### config.mk
export PLATFORM = sky130hd
export DESIGN_NAME = sdck_gen
export DESIGN_NICKNAME = d
export VERILOG_FILES = /design/src/rtl/sdck_pkg.sv /design/src/rtl/sdck_ctrl.sv /design/src/rtl/sdck_div.sv /design/src/rtl/sdck_gen.sv
export SDC_FILE = /design/constraint.sdc
export NUM_CORES = 1
export LEC_CHECK = 0
export ABC_AREA = 0
export BUFFER_PORTS_ARGS = -buffer_cell sky130_fd_sc_hd__buf_2
export CAP_MARGIN = 10
export CORE_ASPECT_RATIO = 0.8
export CORE_MARGIN = 1.5
export CORE_UTILIZATION = 45
export DETAILED_ROUTE_END_ITERATION = 12
export HOLD_SLACK_MARGIN = 0.03
export PLACE_DENSITY = 0.67
export SYNTH_ARGS = -nofsm -noshare
export SYNTH_HDL_FRONTEND = slang
export SYNTH_SLANG_ARGS = --single-unit
### constraint.sdc
create_clock -name clk -period 3.2 [get_ports clk]
set_clock_uncertainty 0.1 [all_clocks]
set_input_delay 0.32 -clock clk [delete_from_list [all_inputs] [get_ports clk]]
set_output_delay 0.32 -clock clk [all_outputs]
set_load 0.05 [all_outputs]
### src/rtl/sdck_pkg.sv
package sdck_pkg;
  // strobes from control to divider datapath
  typedef struct packed {
    logic restart;  // reload period counter to zero
    logic gateOn;   // allow the card clock out
  } sdckStrobe_t;
endpackage

### src/rtl/sdck_ctrl.sv
module sdck_ctrl
  import sdck_pkg::*;
#(
  parameter int DIV_W   = 8,
  parameter int WR_W    = 16,
  parameter int RATIO_W = DIV_W + 2
) (
  input  logic               clk,
  input  logic               rstN,
  input  logic               cfgWe,
  input  logic [1:0]         wrMode,
  input  logic [WR_W-1:0]    wrDiv,
  input  logic               wrHalf,
  input  logic               wrClkOn,
  input  logic               periodWrap,
  output logic [RATIO_W-1:0] ratio,
  output sdckStrobe_t        strobe,
  output logic               clkStable,
  output logic               ddrMode
);
  localparam logic [WR_W-1:0] DIV_MAX = WR_W'((1 << DIV_W) - 1);

  logic [1:0]       modeQ;
  logic [DIV_W-1:0] divQ;
  logic             halfQ;
  logic             clkOnQ;
  logic [1:0]       perCnt;
  logic             stableQ;
  logic [DIV_W-1:0] divClamped;
  logic             fieldsChanged;

  assign divClamped    = (wrDiv > DIV_MAX) ? DIV_MAX[DIV_W-1:0] : wrDiv[DIV_W-1:0];
  assign fieldsChanged = (modeQ != wrMode) || (divQ != divClamped) || (halfQ != wrHalf);

  assign strobe.restart = cfgWe && fieldsChanged;
  assign strobe.gateOn  = clkOnQ;

  always_comb begin
    if (halfQ) begin
      ratio = RATIO_W'(2);
    end else begin
      case (modeQ)
        2'd1:    ratio = RATIO_W'(1);
        2'd0:    ratio = (divQ == '0) ? RATIO_W'(2) : {divQ, 2'b00};
        default: ratio = (divQ == '0) ? RATIO_W'(4) : {divQ, 2'b00};
      endcase
    end
  end

  always_ff @(posedge clk or negedge rstN) begin
    if (!rstN) begin
      modeQ  <= 2'd0;
      divQ   <= '0;
      halfQ  <= 1'b0;
      clkOnQ <= 1'b0;
    end else if (cfgWe) begin
      modeQ  <= wrMode;
      divQ   <= divClamped;
      halfQ  <= wrHalf;
      clkOnQ <= wrClkOn;
    end
  end

  always_ff @(posedge clk or negedge rstN) begin
    if (!rstN) begin
      perCnt  <= 2'd0;
      stableQ <= 1'b0;
    end else if (strobe.restart) begin
      perCnt  <= 2'd0;
      stableQ <= 1'b0;
    end else if (periodWrap && !stableQ) begin
      perCnt <= perCnt + 2'd1;
      if (perCnt == 2'd1) stableQ <= 1'b1;
    end
  end

  assign clkStable = stableQ;
  assign ddrMode   = modeQ[1];
endmodule

### src/rtl/sdck_div.sv
module sdck_div
  import sdck_pkg::*;
#(
  parameter int RATIO_W = 10
) (
  input  logic               clk,
  input  logic               rstN,
  input  logic [RATIO_W-1:0] ratio,
  input  sdckStrobe_t        strobe,
  output logic               periodWrap,
  output logic               cardClk
);
  logic [RATIO_W-1:0] cnt;
  logic               highPhase;

  assign periodWrap = (cnt == ratio - RATIO_W'(1));
  assign highPhase  = (ratio == RATIO_W'(1)) || (cnt < (ratio >> 1));
  assign cardClk    = strobe.gateOn && highPhase;

  always_ff @(posedge clk or negedge rstN) begin
    if (!rstN)               cnt <= '0;
    else if (strobe.restart) cnt <= '0;
    else if (periodWrap)     cnt <= '0;
    else                     cnt <= cnt + RATIO_W'(1);
  end
endmodule

### src/rtl/sdck_gen.sv
module sdck_gen
  import sdck_pkg::*;
#(
  parameter int DIV_W = 8,
  parameter int WR_W  = 16
) (
  input  logic            clk,
  input  logic            rstN,
  input  logic            cfgWe,
  input  logic [1:0]      wrMode,
  input  logic [WR_W-1:0] wrDiv,
  input  logic            wrHalf,
  input  logic            wrClkOn,
  output logic            cardClk,
  output logic            clkStable,
  output logic            ddrMode
);
  localparam int RATIO_W = DIV_W + 2;

  logic [RATIO_W-1:0] ratio;
  sdckStrobe_t        strobe;
  logic               periodWrap;

  sdck_ctrl #(.DIV_W(DIV_W), .WR_W(WR_W), .RATIO_W(RATIO_W)) i_ctrl (
    .clk(clk), .rstN(rstN), .cfgWe(cfgWe), .wrMode(wrMode), .wrDiv(wrDiv),
    .wrHalf(wrHalf), .wrClkOn(wrClkOn), .periodWrap(periodWrap),
    .ratio(ratio), .strobe(strobe), .clkStable(clkStable), .ddrMode(ddrMode)
  );

  sdck_div #(.RATIO_W(RATIO_W)) i_div (
    .clk(clk), .rstN(rstN), .ratio(ratio), .strobe(strobe),
    .periodWrap(periodWrap), .cardClk(cardClk)
  );
endmodule

==> results.py <==
metrics = {
    "worst_setup_path": {
        "arrival_ns": 3.27,
        "critPathLaunch": "i_ctrl.divQ[4]",
        "reg2reg_from": "i_ctrl.divQ[4]",
        "end_kind": "flip-flop",
        "ff2ff_path_depth": 10,
        "crit_fanout": 4,
        "crit_chain": "nor4_4 -> a31oi_2 -> ha_4 -> nand4bb_1 -> a211oi_1 -> a221o_1 -> or4_1 -> or4_4 -> or3_4 -> mux2i_1",
        "start_kind": "flip-flop",
        "path_class": "reg -> reg",
        "cp.required_ns": 3.27,
        "crit_slowest_cell": "or4_4",
        "cp_slowest_stage_delay_ns": 0.51,
    },
    "clock_network": {
        "cts_buffers": 3,
        "cts.path.max_buffers": 2,
        "clk_pin_slew_ns": 0.09,
        "clockRootBuffer": "clkbuf_8",
        "cts-htree-levels": 1,
        "clock_sinks": 25,
        "clk_latency_ns": 0.27,
        "cts_tree": "done",
    },
    "min_path": {
        "worst_hold_path_type": "in -> reg",
        "hp-start": "wrHalf",
        "hold_depth": 3,
    },
    "timing": {
        "timing.final.ws_setup_ns": -0.00381,
        "timing.final.crit_share_pct": 100,
        "maxSlewHeadroom_pct": 61.1,
        "rsz0062_at_grt": "true",
        "hold_viol": 0,
        "worstMarginPinSlew_ns": 0.584,
        "fmax_ghz": 0.312,
        "slew_viol_final": 0,
        "setup_viol": 2,
        "period_needed_ns": 3.20,
    },
    "die": {
        "core_area_um2": 4600,
        "io_pins": 26,
        "start_util_pct": 46.8,
        "rows": 22,
        "die_h_um": 64.9,
        "die_w_um": 80.3,
        "dieArea_um2": 5210,
    },
    "run_status": {
        "status": "finished with violations",
        "violations": "setup timing",
    },
    "grt": {
        "grt.overflow.total": 0,
        "grt_pass1_wl_um": 9280,
        "first_global_vias": 1916,
        "grt_max_degree": 26,
        "grt_use_total_pct": 23.1,
        "antenna_found_initial": 0,
    },
    "layout": {
        "final-seq-area_um2": 627,
        "fillers": 445,
        "multi_input_area_um2": 1490,
        "diodes": 0,
        "syn2layout_area_growth_pct": 20.1,
        "nets": 330,
        "layout_commonest_cell": "nor2_1",
        "mostFrequentLayoutCells": "nor2_1, dfrtp_1, buf_2",
        "drive_above_1_share_pct": 23.5,
    },
    "route": {
        "drc": 0,
        "drt-pass1-iter-count": 4,
        "wire_per_inst_um": 15.7,
        "drtAntennaViolNets": 0,
        "vias_per_cell": 5.77,
        "first_iter_violations": 144,
        "wirelength_um": 5550,
        "vias": 2042,
    },
    "synthesis": {
        "synth_xor_area_share_pct": 8.95,
        "synth_warnings": 0,
        "syn_inst": 259,
        "yosys.area_share.simple_pct": 27.8,
        "yosysTopAreaCell": "dfrtp_1",
        "avgSynthCellArea_um2": 8.31,
        "synth_flop_cell": "dfrtp_1",
        "synth_cell_types": 57,
        "synthArstFlopShare_pct": 100,
        "ys_seq_area_share_pct": 29.1,
        "synthTopCellsByArea": "dfrtp_1, xor2_1, ha_1",
        "synth_top_family_by_area": "simple AND/OR/NAND/NOR gates",
        "synth_top_cell_area_share_pct": 29.1,
        "syn_area_um2": 2150,
        "synth_edf_count": 0,
        "ys_ff_latch": 25,
        "synth_fa_ha_area_share_pct": 6.98,
        "synth_compound_area_share_pct": 20.1,
        "yosys-mux-area-fraction_pct": 2.50,
        "syn_nets": 294,
    },
    "power": {
        "cellPowerDensity_nw_per_um2": 307,
        "p_total_w": 0.000794,
        "p_leak_nw": 1.12,
        "ir_drop_mv": 0.344,
    },
    "job": {
        "maxCapViolCount": 0,
    },
    "placement": {
        "dp_slack_ns": -0.00551,
        "globalplace.congestion": 0.895,
        "dpl.hpwl_um": 4170,
        "portBuffers": 25,
    },
}
-- final timing paths --
kind,endpoint,slack [ns]
max in group asynchronous,i_ctrl.modeQ[1],2.11
max,i_ctrl.perCnt[0],-0.004
min reg2reg,i_ctrl.perCnt[1],0.45
min in group asynchronous,i_div.cnt[5],0.47
max reg2reg,i_ctrl.perCnt[0],-0.004
min,i_ctrl.halfQ,0.17
-- state kept, by name, summed over array words and instances (netlist names) --
register          count
i_ctrl.perCnt         2
i_ctrl.modeQ          2
i_ctrl.halfQ          1
i_ctrl.divQ           8
i_div.cnt            10
i_ctrl.clkStable      1
i_ctrl.clkOnQ         1
-- power breakdown --
part / internal, W / switching [W] / leakage, nW
Combinational: 0.000109 / 0.000136 / 0.799
Sequential: 0.000329 / 0.0000235 / 0.297
Clock: 0.0000873 / 0.000109 / 0.0255
-- cells in the mapped netlist (all sizes together) (3+ instances only) --
cell type / count
nor2: 33
dfrtp: 25
nand2: 23
xor2: 18
nand3: 16
clkbuf: 14
a21oi: 13
ha: 12
o21ai: 10
o31ai: 10
inv: 8
nor4: 5
a31oi: 4
a32oi: 4
nand2b: 4
nor3: 4
or4: 4
or4bb: 4
xnor2: 4
a211oi: 3
and3: 3
buf: 3
mux2: 3
nand3b: 3
-- repair_timing --
action                                 CTS  global route
hold buffers                             1             0
endpoints found under the hold margin   25             0
setup endpoints to repair                2            13
gates resized for setup                  1             4
buffers inserted                         1             2
-- metal layers --
metal | part of all wire (%) | wire [um] | up-vias | track usage (%)
li1 | - | - | 1016 | -
met3 | 6.3 | 350 | 6 | 4.23
met1 | 50 | 2790 | 963 | 36.2
met5 | 0 | 0 | - | 0
met4 | 0.76 | 42 | 0 | 4.09
met2 | 43 | 2360 | 57 | 33.0
-- logic make-up after synthesis --
kind of cell,after synthesis
simple gates,110
compound gates,60
buf+inv,25
flops,25
xor+xnor,22
fa+ha+maj,12
mux,5
-- metrics by stage --
step | setup TNS (ns) | area [um2] | utilization [%] | std cells | hold WS (ns)
2_1_floorplan | -0.0461 | 2190 | - | 259 | -0.0756
3_3_place_gp | 0 | 2470 | 53.8 | 346 | 0.254
3_5_place_dp | -0.00551 | 2470 | 53.8 | 346 | 0.252
4_1_cts | -0.00806 | 2550 | 55.4 | 352 | 0.168
5_1_grt | -0.443 | 2580 | 56.2 | 354 | 0.158
6_report | -0.00655 | 2580 | 56.2 | 354 | 0.172
-- worst max-delay path: cells and delay by family (launching register included) --
kind                     cells  cell delay (ns)
flip-flops                   1             0.42
adder cells (fa/ha/maj)      1             0.21
AND/OR/NAND/NOR              5             1.70
multiplexers                 1             0.12
AO/OA/AOI/OAI                3             0.54
-- cell type report --
type | count | area share, %
clock inverter | 1 | 0.194
clock buffer | 3 | 1.60
tap | 60 | 2.90
sequential | 25 | 24.2
timing repair buffer | 48 | 12.2
multi-input combinational | 209 | 57.7
inverter | 8 | 1.16
Note: power is estimated with default switching activity, not from simulation.
